**config.mk**
```make
export PLATFORM = sky130hd
export DESIGN_NAME = xfer_done_irq
export DESIGN_NICKNAME = d
export VERILOG_FILES = /design/src/rtl/xdi_pkg.sv /design/src/rtl/xdi_regif.sv /design/src/rtl/xdi_mask.sv /design/src/rtl/xdi_pend.sv /design/src/rtl/xdi_irq_out.sv /design/src/rtl/xfer_done_irq.sv
export SDC_FILE = /design/constraint.sdc
export NUM_CORES = 1
export LEC_CHECK = 0
export BUFFER_PORTS_ARGS = -buffer_cell sky130_fd_sc_hd__buf_2
export CORE_MARGIN = 2
export CORE_UTILIZATION = 50
export DETAILED_ROUTE_END_ITERATION = 7
export HOLD_SLACK_MARGIN = 0.1
export PLACE_DENSITY = 0.81
export SETUP_SLACK_MARGIN = 0.1
export SLEW_MARGIN = 15
export SYNTH_ARGS = -nofsm -noshare
export SYNTH_HDL_FRONTEND = slang
export SYNTH_HIERARCHICAL = 1
export SYNTH_SLANG_ARGS = --single-unit
```
**constraint.sdc**
```tcl
create_clock -name clk -period 1.12 [get_ports clk]
set_input_delay 0.056 -clock clk [delete_from_list [all_inputs] [get_ports clk]]
set_output_delay 0.056 -clock clk [all_outputs]
set_load 0.01 [all_outputs]
```
**src/rtl/xdi_pkg.sv**
```systemverilog
package xdi_pkg;

   // Byte offsets of the register map
   localparam int unsigned OFS_MASK   = 32'h00;
   localparam int unsigned OFS_MSET   = 32'h04;
   localparam int unsigned OFS_MCLR   = 32'h08;
   localparam int unsigned OFS_CLRALL = 32'h0C;
   localparam int unsigned OFS_ACK    = 32'h10;
   localparam int unsigned OFS_STMSK  = 32'h14;
   localparam int unsigned OFS_STRAW  = 32'h18;

   // Narrowest address that still reaches the highest offset
   localparam int unsigned MIN_ADDR_W = 5;

   typedef enum logic [2:0] {
      SEL_NONE,
      SEL_MASK,
      SEL_MSET,
      SEL_MCLR,
      SEL_CLRALL,
      SEL_ACK,
      SEL_STMSK,
      SEL_STRAW
   } xdi_sel_e;

endpackage

```
**src/rtl/xdi_regif.sv**
```systemverilog
module xdi_regif
   import xdi_pkg::*;
#(
   parameter int NUM_SRC = 16,
   parameter int DATA_W  = 32,
   parameter int ADDR_W  = 8
) (
   input  logic               bus_we,
   input  logic [ADDR_W-1:0]  bus_addr,
   input  logic [DATA_W-1:0]  bus_wdata,
   input  logic [NUM_SRC-1:0] pend_q,
   input  logic [NUM_SRC-1:0] mask_q,
   input  logic [NUM_SRC-1:0] masked,
   output logic               wr_mask,
   output logic               wr_mset,
   output logic               wr_mclr,
   output logic               wr_clr_all,
   output logic               wr_ack,
   output logic [NUM_SRC-1:0] wbits,
   output logic [DATA_W-1:0]  bus_rdata
);

   xdi_sel_e sel;
   logic     unused_wdata;

   // Full-address compare: unaligned or out-of-map addresses decode to none
   always_comb begin
      sel = SEL_NONE;
      if      (bus_addr == ADDR_W'(OFS_MASK))   sel = SEL_MASK;
      else if (bus_addr == ADDR_W'(OFS_MSET))   sel = SEL_MSET;
      else if (bus_addr == ADDR_W'(OFS_MCLR))   sel = SEL_MCLR;
      else if (bus_addr == ADDR_W'(OFS_CLRALL)) sel = SEL_CLRALL;
      else if (bus_addr == ADDR_W'(OFS_ACK))    sel = SEL_ACK;
      else if (bus_addr == ADDR_W'(OFS_STMSK))  sel = SEL_STMSK;
      else if (bus_addr == ADDR_W'(OFS_STRAW))  sel = SEL_STRAW;
   end

   assign wr_mask    = bus_we && (sel == SEL_MASK);
   assign wr_mset    = bus_we && (sel == SEL_MSET);
   assign wr_mclr    = bus_we && (sel == SEL_MCLR);
   assign wr_clr_all = bus_we && (sel == SEL_CLRALL);
   assign wr_ack     = bus_we && (sel == SEL_ACK);
   assign wbits      = bus_wdata[NUM_SRC-1:0];

   // Bits above NUM_SRC carry no function
   assign unused_wdata = ^bus_wdata;

   // Read side has no effect on state; write-only aliases return zero
   always_comb begin
      bus_rdata = '0;
      case (sel)
         SEL_MASK:  bus_rdata[NUM_SRC-1:0] = mask_q;
         SEL_STMSK: bus_rdata[NUM_SRC-1:0] = masked;
         SEL_STRAW: bus_rdata[NUM_SRC-1:0] = pend_q;
         default:   bus_rdata = '0;
      endcase
   end

endmodule

```
**src/rtl/xdi_mask.sv**
```systemverilog
module xdi_mask #(
   parameter int NUM_SRC = 16
) (
   input  logic               clk,
   input  logic               rst_ni,
   input  logic               wr_mask,
   input  logic               wr_mset,
   input  logic               wr_mclr,
   input  logic [NUM_SRC-1:0] wbits,
   output logic [NUM_SRC-1:0] mask_q
);

   // One flop per source; only one write strobe can be active per cycle
   for (genvar i = 0; i < NUM_SRC; i++) begin : g_bit
      always_ff @(posedge clk or negedge rst_ni) begin
         if (!rst_ni) begin
            mask_q[i] <= 1'b1;
         end else if (wr_mask) begin
            mask_q[i] <= wbits[i];
         end else if (wr_mset && wbits[i]) begin
            mask_q[i] <= 1'b1;
         end else if (wr_mclr && wbits[i]) begin
            mask_q[i] <= 1'b0;
         end
      end
   end

endmodule

```
**src/rtl/xdi_pend.sv**
```systemverilog
module xdi_pend #(
   parameter int NUM_SRC = 16
) (
   input  logic               clk,
   input  logic               rst_ni,
   input  logic [NUM_SRC-1:0] done_i,
   input  logic               wr_ack,
   input  logic               wr_clr_all,
   input  logic [NUM_SRC-1:0] wbits,
   output logic [NUM_SRC-1:0] pend_q
);

   // Sticky status; a fresh pulse takes priority over any retirement
   for (genvar i = 0; i < NUM_SRC; i++) begin : g_bit
      always_ff @(posedge clk or negedge rst_ni) begin
         if (!rst_ni) begin
            pend_q[i] <= 1'b0;
         end else if (done_i[i]) begin
            pend_q[i] <= 1'b1;
         end else if (wr_clr_all || (wr_ack && wbits[i])) begin
            pend_q[i] <= 1'b0;
         end
      end
   end

endmodule

```
**src/rtl/xdi_irq_out.sv**
```systemverilog
module xdi_irq_out #(
   parameter int NUM_SRC = 16,
   parameter bit IRQ_REG = 1'b0
) (
   input  logic               clk,
   input  logic               rst_ni,
   input  logic [NUM_SRC-1:0] pend_q,
   input  logic [NUM_SRC-1:0] mask_q,
   output logic [NUM_SRC-1:0] masked,
   output logic               irq_o
);

   assign masked = pend_q & ~mask_q;

   if (IRQ_REG) begin : g_reg
      logic irq_q;
      always_ff @(posedge clk or negedge rst_ni) begin
         if (!rst_ni) irq_q <= 1'b0;
         else         irq_q <= |masked;
      end
      assign irq_o = irq_q;
   end else begin : g_comb
      assign irq_o = |masked;
   end

endmodule

```
**src/rtl/xfer_done_irq.sv**
```systemverilog
module xfer_done_irq
   import xdi_pkg::*;
#(
   parameter int NUM_SRC = 16,
   parameter int DATA_W  = 32,
   parameter int ADDR_W  = 8,
   parameter bit IRQ_REG = 1'b0
) (
   input  logic               clk,
   input  logic               rst_ni,
   input  logic [NUM_SRC-1:0] done_i,
   input  logic               bus_we,
   input  logic [ADDR_W-1:0]  bus_addr,
   input  logic [DATA_W-1:0]  bus_wdata,
   output logic [DATA_W-1:0]  bus_rdata,
   output logic               irq_o
);

   // Elaboration-time parameter checks
   if (NUM_SRC < 1 || NUM_SRC > DATA_W) begin : g_bad_src
      $error("xfer_done_irq: NUM_SRC must be between 1 and DATA_W");
   end
   if (ADDR_W < MIN_ADDR_W) begin : g_bad_addr
      $error("xfer_done_irq: ADDR_W too narrow for the register map");
   end

   logic               wr_mask;
   logic               wr_mset;
   logic               wr_mclr;
   logic               wr_clr_all;
   logic               wr_ack;
   logic [NUM_SRC-1:0] wbits;
   logic [NUM_SRC-1:0] pend_q;
   logic [NUM_SRC-1:0] mask_q;
   logic [NUM_SRC-1:0] masked;

   xdi_regif #(
      .NUM_SRC (NUM_SRC),
      .DATA_W  (DATA_W),
      .ADDR_W  (ADDR_W)
   ) u_regif (
      .bus_we     (bus_we),
      .bus_addr   (bus_addr),
      .bus_wdata  (bus_wdata),
      .pend_q     (pend_q),
      .mask_q     (mask_q),
      .masked     (masked),
      .wr_mask    (wr_mask),
      .wr_mset    (wr_mset),
      .wr_mclr    (wr_mclr),
      .wr_clr_all (wr_clr_all),
      .wr_ack     (wr_ack),
      .wbits      (wbits),
      .bus_rdata  (bus_rdata)
   );

   xdi_mask #(
      .NUM_SRC (NUM_SRC)
   ) u_mask (
      .clk     (clk),
      .rst_ni  (rst_ni),
      .wr_mask (wr_mask),
      .wr_mset (wr_mset),
      .wr_mclr (wr_mclr),
      .wbits   (wbits),
      .mask_q  (mask_q)
   );

   xdi_pend #(
      .NUM_SRC (NUM_SRC)
   ) u_pend (
      .clk        (clk),
      .rst_ni     (rst_ni),
      .done_i     (done_i),
      .wr_ack     (wr_ack),
      .wr_clr_all (wr_clr_all),
      .wbits      (wbits),
      .pend_q     (pend_q)
   );

   xdi_irq_out #(
      .NUM_SRC (NUM_SRC),
      .IRQ_REG (IRQ_REG)
   ) u_irq (
      .clk    (clk),
      .rst_ni (rst_ni),
      .pend_q (pend_q),
      .mask_q (mask_q),
      .masked (masked),
      .irq_o  (irq_o)
   );

endmodule

```
# ---- Yosys cells after proc, flatten, opt, wreduce, memory -nomap -nowiden
# Cells that the tools add are included.
dict set report totals {
  latchBits 0
  in_bits 59
  reg_bits 32
  romBits 0
  n_memories 0
  wordCells 238
  ram_bits 0
  out_inout_bits 33
}
dict set report classes {
  n_lt_le_gt_ge 0
  bitwise 2
  mux 88
  add_sub_neg 0
  shift 0
  reduce_logical 103
  n_div 0
  multipliers 0
  n_eq_ne 13
}
# cell count
set ops {}
lappend ops {{2-to-1 mux 1 bit} 80}
lappend ops {{logical AND 1 bit} 53}
lappend ops {{case mux 16 bit (3 select lines)} 1}
lappend ops {{nonzero test 3 bit} 16}
lappend ops {{nonzero test 2 bit} 16}
lappend ops {{equality test 8 x 5 -> 1 bit, second input constant} 3}
lappend ops {{2-to-1 mux 3 bit} 7}
lappend ops {{bitwise AND 16 bit} 1}
lappend ops {{equality test 8 x 4 -> 1 bit, second input constant} 2}
lappend ops {{logical OR 1 bit} 16}
lappend ops {{NOT 16 bit} 1}
lappend ops {{OR reduction 16 bit} 1}
lappend ops {{equality test 3 bit, second input constant} 4}
lappend ops {{equality test 8 x 3 -> 1 bit, second input constant} 1}
lappend ops {{logical NOT 8 bit} 1}
lappend ops {{equality test 3 x 2 -> 1 bit, second input constant} 2}
lappend ops {{equality test 3 x 1 -> 1 bit, second input constant} 1}

# ---- Depth between registers and ports, before layout
# Gate-level depths: netlist (run 1).
dict set report logic_depth {
  depth_word 14
  mapped_depth 7
  depth_no_buf 5
}

# ---- Modules after synthesis
# Netlist (run 1), hierarchy kept.
# mod area_each_um2 seq_area_each_um2 n_inst cells_each
set modules_own_cells {}
lappend modules_own_cells {xdi_regif 868.3 0.0 1 121}
lappend modules_own_cells {xdi_mask 691.9 420.4 1 55}
lappend modules_own_cells {xdi_pend 643.1 400.4 1 52}
lappend modules_own_cells {xdi_irq_out 209.0 0.0 1 21}

# ---- Worst setup path after synthesis (run 1)
# OpenSTA, ideal clock, no wires.
dict set report synth_timing {
  kind {input -> register}
  start {input bus_addr[7]}
  end {register u_pend.pend_q[0]}
  required_ns 1.000
  n_path_buf 2
  arrival_ns 1.387
  path_stages 7
  setup_ns 0.120
  setup_slack_ns -0.387
  path_cell_list {nor3_2 -> nand3_1 -> a2111oi_0 -> buf_6 -> buf_12 -> nand2_1 -> a31o_1}
}
dict set report synth_via {
  elab_chain_len 13
  word_cells_on_any_way 21
  cone_classes {eq/ne (8); mux (7); reduce/logical (6)}
}
# item line_no
set synth_lines {}
lappend synth_lines {{start, declared} xfer_done_irq.sv:13} ;# input logic [ADDR_W-1:0] bus_addr,
lappend synth_lines {{equality test 8 x 5 -> 1 bit} xdi_regif.sv:35} ;# else if (bus_addr == ADDR_W'(OFS_STRAW)) sel = SEL_STRAW;
lappend synth_lines {{2-to-1 mux 3 bit} xdi_regif.sv:35}
lappend synth_lines {{2-to-1 mux 3 bit} xdi_regif.sv:34} ;# else if (bus_addr == ADDR_W'(OFS_STMSK)) sel = SEL_STMSK;
lappend synth_lines {{2-to-1 mux 3 bit} xdi_regif.sv:33} ;# else if (bus_addr == ADDR_W'(OFS_ACK)) sel = SEL_ACK;
lappend synth_lines {{2-to-1 mux 3 bit} xdi_regif.sv:32} ;# else if (bus_addr == ADDR_W'(OFS_CLRALL)) sel = SEL_CLRALL;
lappend synth_lines {{2-to-1 mux 3 bit} xdi_regif.sv:31} ;# else if (bus_addr == ADDR_W'(OFS_MCLR)) sel = SEL_MCLR;
lappend synth_lines {{2-to-1 mux 3 bit} xdi_regif.sv:30} ;# else if (bus_addr == ADDR_W'(OFS_MSET)) sel = SEL_MSET;
lappend synth_lines {{2-to-1 mux 3 bit *} xdi_regif.sv:29} ;# if (bus_addr == ADDR_W'(OFS_MASK)) sel = SEL_MASK;
lappend synth_lines {{equality test 3 bit *} xdi_regif.sv:42} ;# assign wr_ack = bus_we && (sel == SEL_ACK);
lappend synth_lines {{logical AND 1 bit *} xdi_regif.sv:42}
lappend synth_lines {{via wr_ack} xfer_done_irq.sv:31} ;# logic wr_ack;
lappend synth_lines {{logical AND 1 bit *} xdi_pend.sv:20} ;# end else if (wr_clr_all || (wr_ack && wbits[i])) begin
lappend synth_lines {{logical OR 1 bit *} xdi_pend.sv:20}
lappend synth_lines {{nonzero test 2 bit (no source line) *} -}
lappend synth_lines {{end signal, assigned by index} xdi_pend.sv:17} ;# pend_q[i] <= 1'b0;
lappend synth_lines {{end signal, assigned by index} xdi_pend.sv:19} ;# pend_q[i] <= 1'b1;
lappend synth_lines {{end signal, assigned by index} xdi_pend.sv:21} ;# pend_q[i] <= 1'b0;
lappend synth_lines {{end, declared} xdi_pend.sv:10} ;# output logic [NUM_SRC-1:0] pend_q
# Mark *: on every way through the listed nets, which the timed path passes. The rest lies on a longest branch.
# A chain may end at the register's enable or synchronous reset.

# ---- Worst setup path after layout (run 1)
dict set report layout_timing {
  start {register u_mask.mask_q[14]}
  end {output irq_o}
}
dict set report layout_via {
  elab_chain_len 3
}
# item line_no
set layout_lines {}
lappend layout_lines {{start, declared} xdi_mask.sv:10} ;# output logic [NUM_SRC-1:0] mask_q
lappend layout_lines {{start signal, assigned by index} xdi_mask.sv:19} ;# mask_q[i] <= wbits[i];
lappend layout_lines {{NOT 16 bit} xdi_irq_out.sv:13} ;# assign masked = pend_q & ~mask_q;
lappend layout_lines {{bitwise AND 16 bit} xdi_irq_out.sv:13}
lappend layout_lines {{via masked[14]} xfer_done_irq.sv:35} ;# logic [NUM_SRC-1:0] masked;
lappend layout_lines {{OR reduction 16 bit} xdi_irq_out.sv:23} ;# assign irq_o = |masked;
lappend layout_lines {{end, declared} xfer_done_irq.sv:16} ;# output logic irq_o
# The timed path passes the listed nets, and every way through them passes these cells.

==> summary.md, run 1 <==
| Metric | Value |
|---|---|
| Status | finished, violations left |
| Failing checks | negative setup slack |
| Share of cells above drive strength 1 | 69.1% |
| PortBufs | 59 |
| Worst-path clk slew | 0.08 ns |
| Setup TNS | -12.34 ns |
| First-pass iteration count of the detailed router | 5 |
| Detailed placement HPWL | 4680 µm |
| Core area | 4690 µm² |
| Design area | 4090 µm² |
| Arrival time at the worst endpoint | 1.56 ns |
| # setup viols final | 49 |
| Multiplexer share of the synthesized area | 0% |
| Pwr Density | 805 nW/µm² |
| Area Growth Syn to Fin | 69.6% |
| Clk sinks | 32 |
| CTS Buf Count | 5 |
| Synth warnings | 6 |
| CP startpoint kind | flop |
| Average cell area after synthesis | 9.69 µm² |
| Vias per std cell | 6.34 |
| Finished Core Util | 87.2% |
| Worst VDD drop | 0.000946 V |
| Simple-Gate Fraction of Synth Area | 28.4% |
| Global-route wire length before repair | 13200 µm |
| Hold WC Path Type | input port to asynchronous set/reset pin |
| Die area | 5400 µm² |
| Unrepaired setup endpoints after global routing | yes |
| Tcrit/Tclk final | 144% |
| Cell Count, Final, Fillers Out | 445 |
| Placement Rows | 25 |
| Hold Violations, Final | 0 |
| Maximum fanout along the worst path | 2 |
| RePlAce Congestion | 0.864 |
| Sequential area share after synthesis | 34.0% |
| Die X | 73.5 µm |
| Clock skew | 0 ns |
| Die Y | 73.5 µm |
| Final Net Count | 449 |
| DRT iter0 DRCs | 329 |
| Via count | 2822 |
| DP Cell Count | 377 |
| Clock latency on the worst-skew pair | 0.29 ns |
| Final worst slack | -0.492 ns |
| Mapped cell area | 2410 µm² |
| Req. time, crit path | 1.06 ns |
| Post-synthesis xor/xnor area fraction | 0% |
| Root Buffer | clkbuf_8 |
| WL final | 10400 µm |
| Synth Area in Adders | 0% |
| Gr ovfl total | 0 |
| CTS tree | built |
| Largest family of logic cells by synthesized area | simple AND/OR/NAND/NOR gates |
| Antenna violations before repair | 0 |
| Pin count of the biggest net entering global routing | 17 |
| Yosys reg bits | 32 |
| I/O pin count | 92 |
| Cell count after synthesis | 249 |
| Final Max Tran Viols | 0 |
| Max Clk Rate | 0.620 GHz |
| DRC viols | 0 |
| Min Tclk post-route | 1.61 ns |
| Initial Util | 51.4% |
| Max cap viols | 0 |
| Cell variety after synth | 31 |
| Fin Hold WS | 0.218 ns |
| Routed len/inst | 23.3 µm |
| LEAKAGE | 1.82 nW |
| Register-to-register setup slack | 0.07 ns |
| Setup Crit Path Kind | flop to output port |
| GR Util All Layers | 31.9% |
| Post-synthesis compound-gate area fraction | 19.9% |
| Worst Setup End Kind | output port |
| Final ANT Viol Nets | 0 |
| CTS HTree Levels | 2 |
| Max Buffers Root-to-Sink | 2 |
| Placed instance area | 2950 µm² |
| ANT cells | 0 |
| Number of global-route vias before repair | 2699 |
[final timing paths]
path                       cells past startpoint              start                 to
min in group clk                               3          done_i[6]   u_pend/pend_q[6]
min                                            2             rst_ni   u_pend/pend_q[2]
max reg2reg                                    3   u_mask/mask_q[8]   u_mask/mask_q[8]
max in group asynchronous                      3             rst_ni  u_mask/mask_q[12]
max                                            4  u_mask/mask_q[14]              irq_o
min reg2reg                                    1   u_pend/pend_q[7]   u_pend/pend_q[7]
[cell usage after synthesis, drive strengths merged]
master | count | area share, %
a2111oi | 2 | 0.73
a31o | 16 | 5.8
a31oi | 16 | 6.7
a32o | 16 | 6.6
buf | 49 | 16
clkbuf | 1 | 0.57
conb | 1 | 0.16
dfrtp | 16 | 17
dfstp | 16 | 17
inv | 3 | 0.47
nand2 | 50 | 7.8
nand3 | 33 | 8.9
nand4 | 1 | 0.26
nor2 | 1 | 0.16
nor2b | 18 | 7.0
nor3 | 3 | 1.3
nor4 | 4 | 2.1
nor4b | 2 | 0.73
or2 | 1 | 0.26
[through the flow]
stage                     power (mW)  worst slack, ns
after detailed placement        1.98           -0.437
after global routing            3.39           -0.506
after CTS                       3.05           -0.452
after floorplan                 1.76           -0.206
after global placement          1.95           -0.377
final                           3.29           -0.492
[metal layers]
metal	part of all wire (%)	vias up	global-route usage, %
li1	-	1140	-
met1	39	1373	40.0
met2	47	245	51.9
met3	9.5	64	7.82
met4	4.8	0	14.1
met5	0	-	0
[cells by family (layout without fill, tap and decap cells)]
family	count (synthesis)	in the layout
AO/OA/AOI/OAI	50	50
buffers and inverters	53	180
flip-flops	32	32
other	1	16
AND/OR/NAND/NOR	113	113
[placed cells by master, fill, tap and decap left out, types with 6 or more instances in the layout]
master / instances
buf_2: 54
buf_4: 47
dlygate4sd3_1: 33
nand2_2: 33
buf_6: 24
dfstp_2: 16
dfrtp_1: 16
nand3_1: 16
nand3_2: 16
conb_1: 16
nor2b_4: 15
a32o_1: 13
nand2_4: 11
a31o_1: 10
a31oi_2: 9
buf_12: 7
nand2_1: 6
[worst max-delay path, cell delays in order, from the launching register on]
cell     delay [ns]
dfstp_2        0.57
nor2b_4        0.06
nor4_4         0.30
nand4_1        0.17
buf_2          0.18
[state kept, by name (all words and copies together), names as in the netlist]
signal,flops
u_pend/pend_q,16
u_mask/mask_q,16
[layout make-up]
type	instances	area [µm²]
repair inverters	1	8.76
well taps	54	67.6
multi-input cells	179	1680
clock inverters	1	5.00
flip-flops and latches	32	821
clock buffers	7	76.3
repair buffers	168	1420
inverters	3	18.8
fillers	212	601
[where the power goes]
group / switching (mW) / internal (mW)
clock: 0.457 / 0.437
sequential: 0.0928 / 1.28
combinational: 0.507 / 0.521
total: 1.06 / 2.24
[timing repair]
action	4_1_cts	5_1_grt
resized for setup	54	75
endpoints found under the setup margin	49	49
gates cloned	3	1
buffers inserted	15	12
pin swaps	25	39
hold buffers	33	0
hold endpoints to repair	56	0
(Power assumes the default switching activity.)
==> run 2, diff against run 1 <==
--- a/config.mk
+++ b/config.mk
@@ -10,10 +10,11 @@
 export CORE_UTILIZATION = 50
 export DETAILED_ROUTE_END_ITERATION = 7
 export HOLD_SLACK_MARGIN = 0.1
-export PLACE_DENSITY = 0.81
+export PLACE_DENSITY = 0.88
 export SETUP_SLACK_MARGIN = 0.1
 export SLEW_MARGIN = 15
 export SYNTH_ARGS = -nofsm -noshare
 export SYNTH_HDL_FRONTEND = slang
 export SYNTH_HIERARCHICAL = 1
 export SYNTH_SLANG_ARGS = --single-unit
+export TNS_END_PERCENT = 50
==> constraint.sdc (replaced) <==
create_clock -name clk -period 1.12 [get_ports clk]
set_input_delay 0.168 -clock clk [delete_from_list [all_inputs] [get_ports clk]]
set_output_delay 0.168 -clock clk [all_outputs]
set_load 0.01 [all_outputs]
==> run 2 against run 1 <==
Effect of this change:
- the run still ends with negative setup slack left
- wire length decreased by 12%
- critical path type unchanged
- core utilization decreased by 7.0 points
- combinational power decreased by 4%
- critical path depth unchanged
- fmax decreased by 8.3%
- die area unchanged
- critical endpoint unchanged
- total power about the same
- largest cell class unchanged
- worst setup slack got worse by 0.15 ns
- non-clock buffer count decreased by 21
- global-route usage decreased by 1.8 points
- sequential power about the same
- highest routed layer unchanged
- cell count decreased by 4.9%
==> summary.md, run 2 (synthesized netlist as in run 1, its figures left out) <==
| Metric | Value |
|---|---|
| WL final | 9140 µm (-12%) |
| Most frequent cells in the layout | buf_2 (54), buf_4 (43), buf_6 (27) |
| Pwr Total | 3.29 mW (about the same) |
| Die Y | 73.5 µm (unchanged) |
| ANT cells | 0 (unchanged) |
| DRC viols | 0 (unchanged) |
| Min Tclk post-route | 1.76 ns (+0.145 ns) |
| Share of cells above drive strength 1 | 65.6% (-3.5 points) |
| Min-Delay Startpoint | bus_wdata[15] |
| Worst path cell trace | nor2b_4 > nor4_4 > nand4_1 > buf_2 |
| WP buf/inv | 1 (unchanged) |
| RePlAce Congestion | 0.811 (-6.1%) |
| Max Clk Rate | 0.569 GHz (-8.3%) |
| Top Family by Delay on Critical Path | flip-flops |
| LEAKAGE | 1.62 nW (-11%) |
| Core area | 4690 µm² (unchanged) |
| # fillers | 254 (+20%) |
| Area Growth Syn to Fin | 56.1% |
| Largest regs | u_mask/mask_q x16, u_pend/pend_q x16 |
| Number of global-route vias before repair | 2468 (-8.6%) |
| Worst-path clk slew | 0.07 ns (about the same) |
| Most common cell after layout, fill and taps aside | buf_2 |
| Tcrit/Tclk final | 157% (+13 points) |
| Clock skew | 0 ns (unchanged) |
| Antenna violations before repair | 0 (unchanged) |
| Root Buffer | clkbuf_8 |
| Placement Rows | 25 (unchanged) |
| Die area | 5400 µm² (unchanged) |
| PortBufs | 59 (unchanged) |
| Clk sinks | 32 (unchanged) |
| Final ANT Viol Nets | 0 (unchanged) |
| Vias per std cell | 6.04 (-4.7%) |
| Pin count of the biggest net entering global routing | 22 (+5) |
| CP startpoint kind | flop |
| Critical path's slowest cell | dfstp_2 |
| CTS Buf Count | 5 (unchanged) |
| Max cap viols | 0 (unchanged) |
| Maximum fanout along the worst path | 2 (unchanged) |
| Final worst slack | -0.637 ns (-0.145 ns) |
| I/O pin count | 92 (unchanged) |
| Clock latency on the worst-skew pair | 0.29 ns (about the same) |
| Worst VDD drop | 0.000874 V (-7.6%) |
| Final Max Tran Viols | 0 (unchanged) |
| Unrepaired setup endpoints after global routing | yes |
| Crit path from | u_mask/mask_q[12] |
| Req. time, crit path | 0.95 ns (-0.11 ns) |
| CTS tree | built |
| Initial Util | 51.4% (unchanged) |
| Hold WC Path Type | input port to flop |
| Status | finished, violations left |
| Arrival time at the worst endpoint | 1.59 ns (+0.03 ns) |
| Max stage delay on crit path | 0.56 ns (about the same) |
| Global-route wire length before repair | 12100 µm (-7.7%) |
| Finished Core Util | 80.2% (-7.0 points) |
| Routed len/inst | 21.6 µm (-7.3%) |
| Pwr Density | 875 nW/µm² (+8.7%) |
| Via count | 2557 (-9.4%) |
| Detailed placement HPWL | 4870 µm (+4.0%) |
| Worst Setup End Kind | output port |
| First-pass iteration count of the detailed router | 4 (-1) |
| GR Util All Layers | 30.1% (-1.8 points) |
| Final Net Count | 427 (-4.9%) |
| Gr ovfl total | 0 (unchanged) |
| DRT iter0 DRCs | 325 (-1.2%) |
| CTS HTree Levels | 2 (unchanged) |
| Setup Crit Path Kind | flop to output port |
| Critical R2R Launch | u_mask/mask_q[10] |
| Fin Hold WS | 0.149 ns (-0.0694 ns) |
| Setup TNS | -13.81 ns (-1.46 ns) |
| Max Buffers Root-to-Sink | 2 (unchanged) |
| # setup viols final | 49 (unchanged) |
| Failing checks | negative setup slack |
| Hold Violations, Final | 0 (unchanged) |
| Die X | 73.5 µm (unchanged) |
## run 2: cell type report
type	count	area [µm²]	area share, %
multi-input combinational	179	1570	41.8
clock buffer	8	90.1	2.39
tap	54	67.6	1.79
sequential	32	821	21.8
timing repair buffer	147	1190	31.7
inverter	3	18.8	0.499
## run 2: metal layers
metal / up-vias / GRT usage (%) / part of all wire, %
met5: - / 0 / 0
met4: 0 / 13.7 / 5.1
met2: 190 / 50.3 / 49
li1: 1088 / - / -
met3: 45 / 7.54 / 8.9
met1: 1234 / 36.4 / 38
## run 2: worst paths after layout
check	to	slack (ns)	depth (start not counted)
max in group asynchronous	u_mask/mask_q[7]	0.30	3
setup reg to reg	u_mask/mask_q[10]	-0.01	4
hold reg to reg	u_pend/pend_q[15]	0.56	1
setup / recovery	irq_o	-0.64	4
min in group asynchronous	u_pend/pend_q[0]	0.31	2
hold / removal	u_mask/mask_q[15]	0.15	2
## run 2: where the power goes
group          internal, mW  switching [mW]
logic                 0.514           0.476
registers              1.28          0.0879
clock network         0.501           0.437
## run 2: metrics by stage
step	instances	setup slack, ns	cell area, µm²
4_1_cts	415	-0.552	3490
2_1_floorplan	264	-0.318	2550
3_5_place_dp	378	-0.531	2950
3_3_place_gp	378	-0.463	2950
5_1_grt	423	-0.651	3760
6_report	423	-0.637	3760
## run 2: repair_timing
action,CTS,global route
setup endpoints to repair,49,49
gates cloned,2,0
buffers inserted,10,9
pin swaps,27,15
endpoints found under the hold margin,37,0
gates resized for setup,53,45
hold buffers,17,0
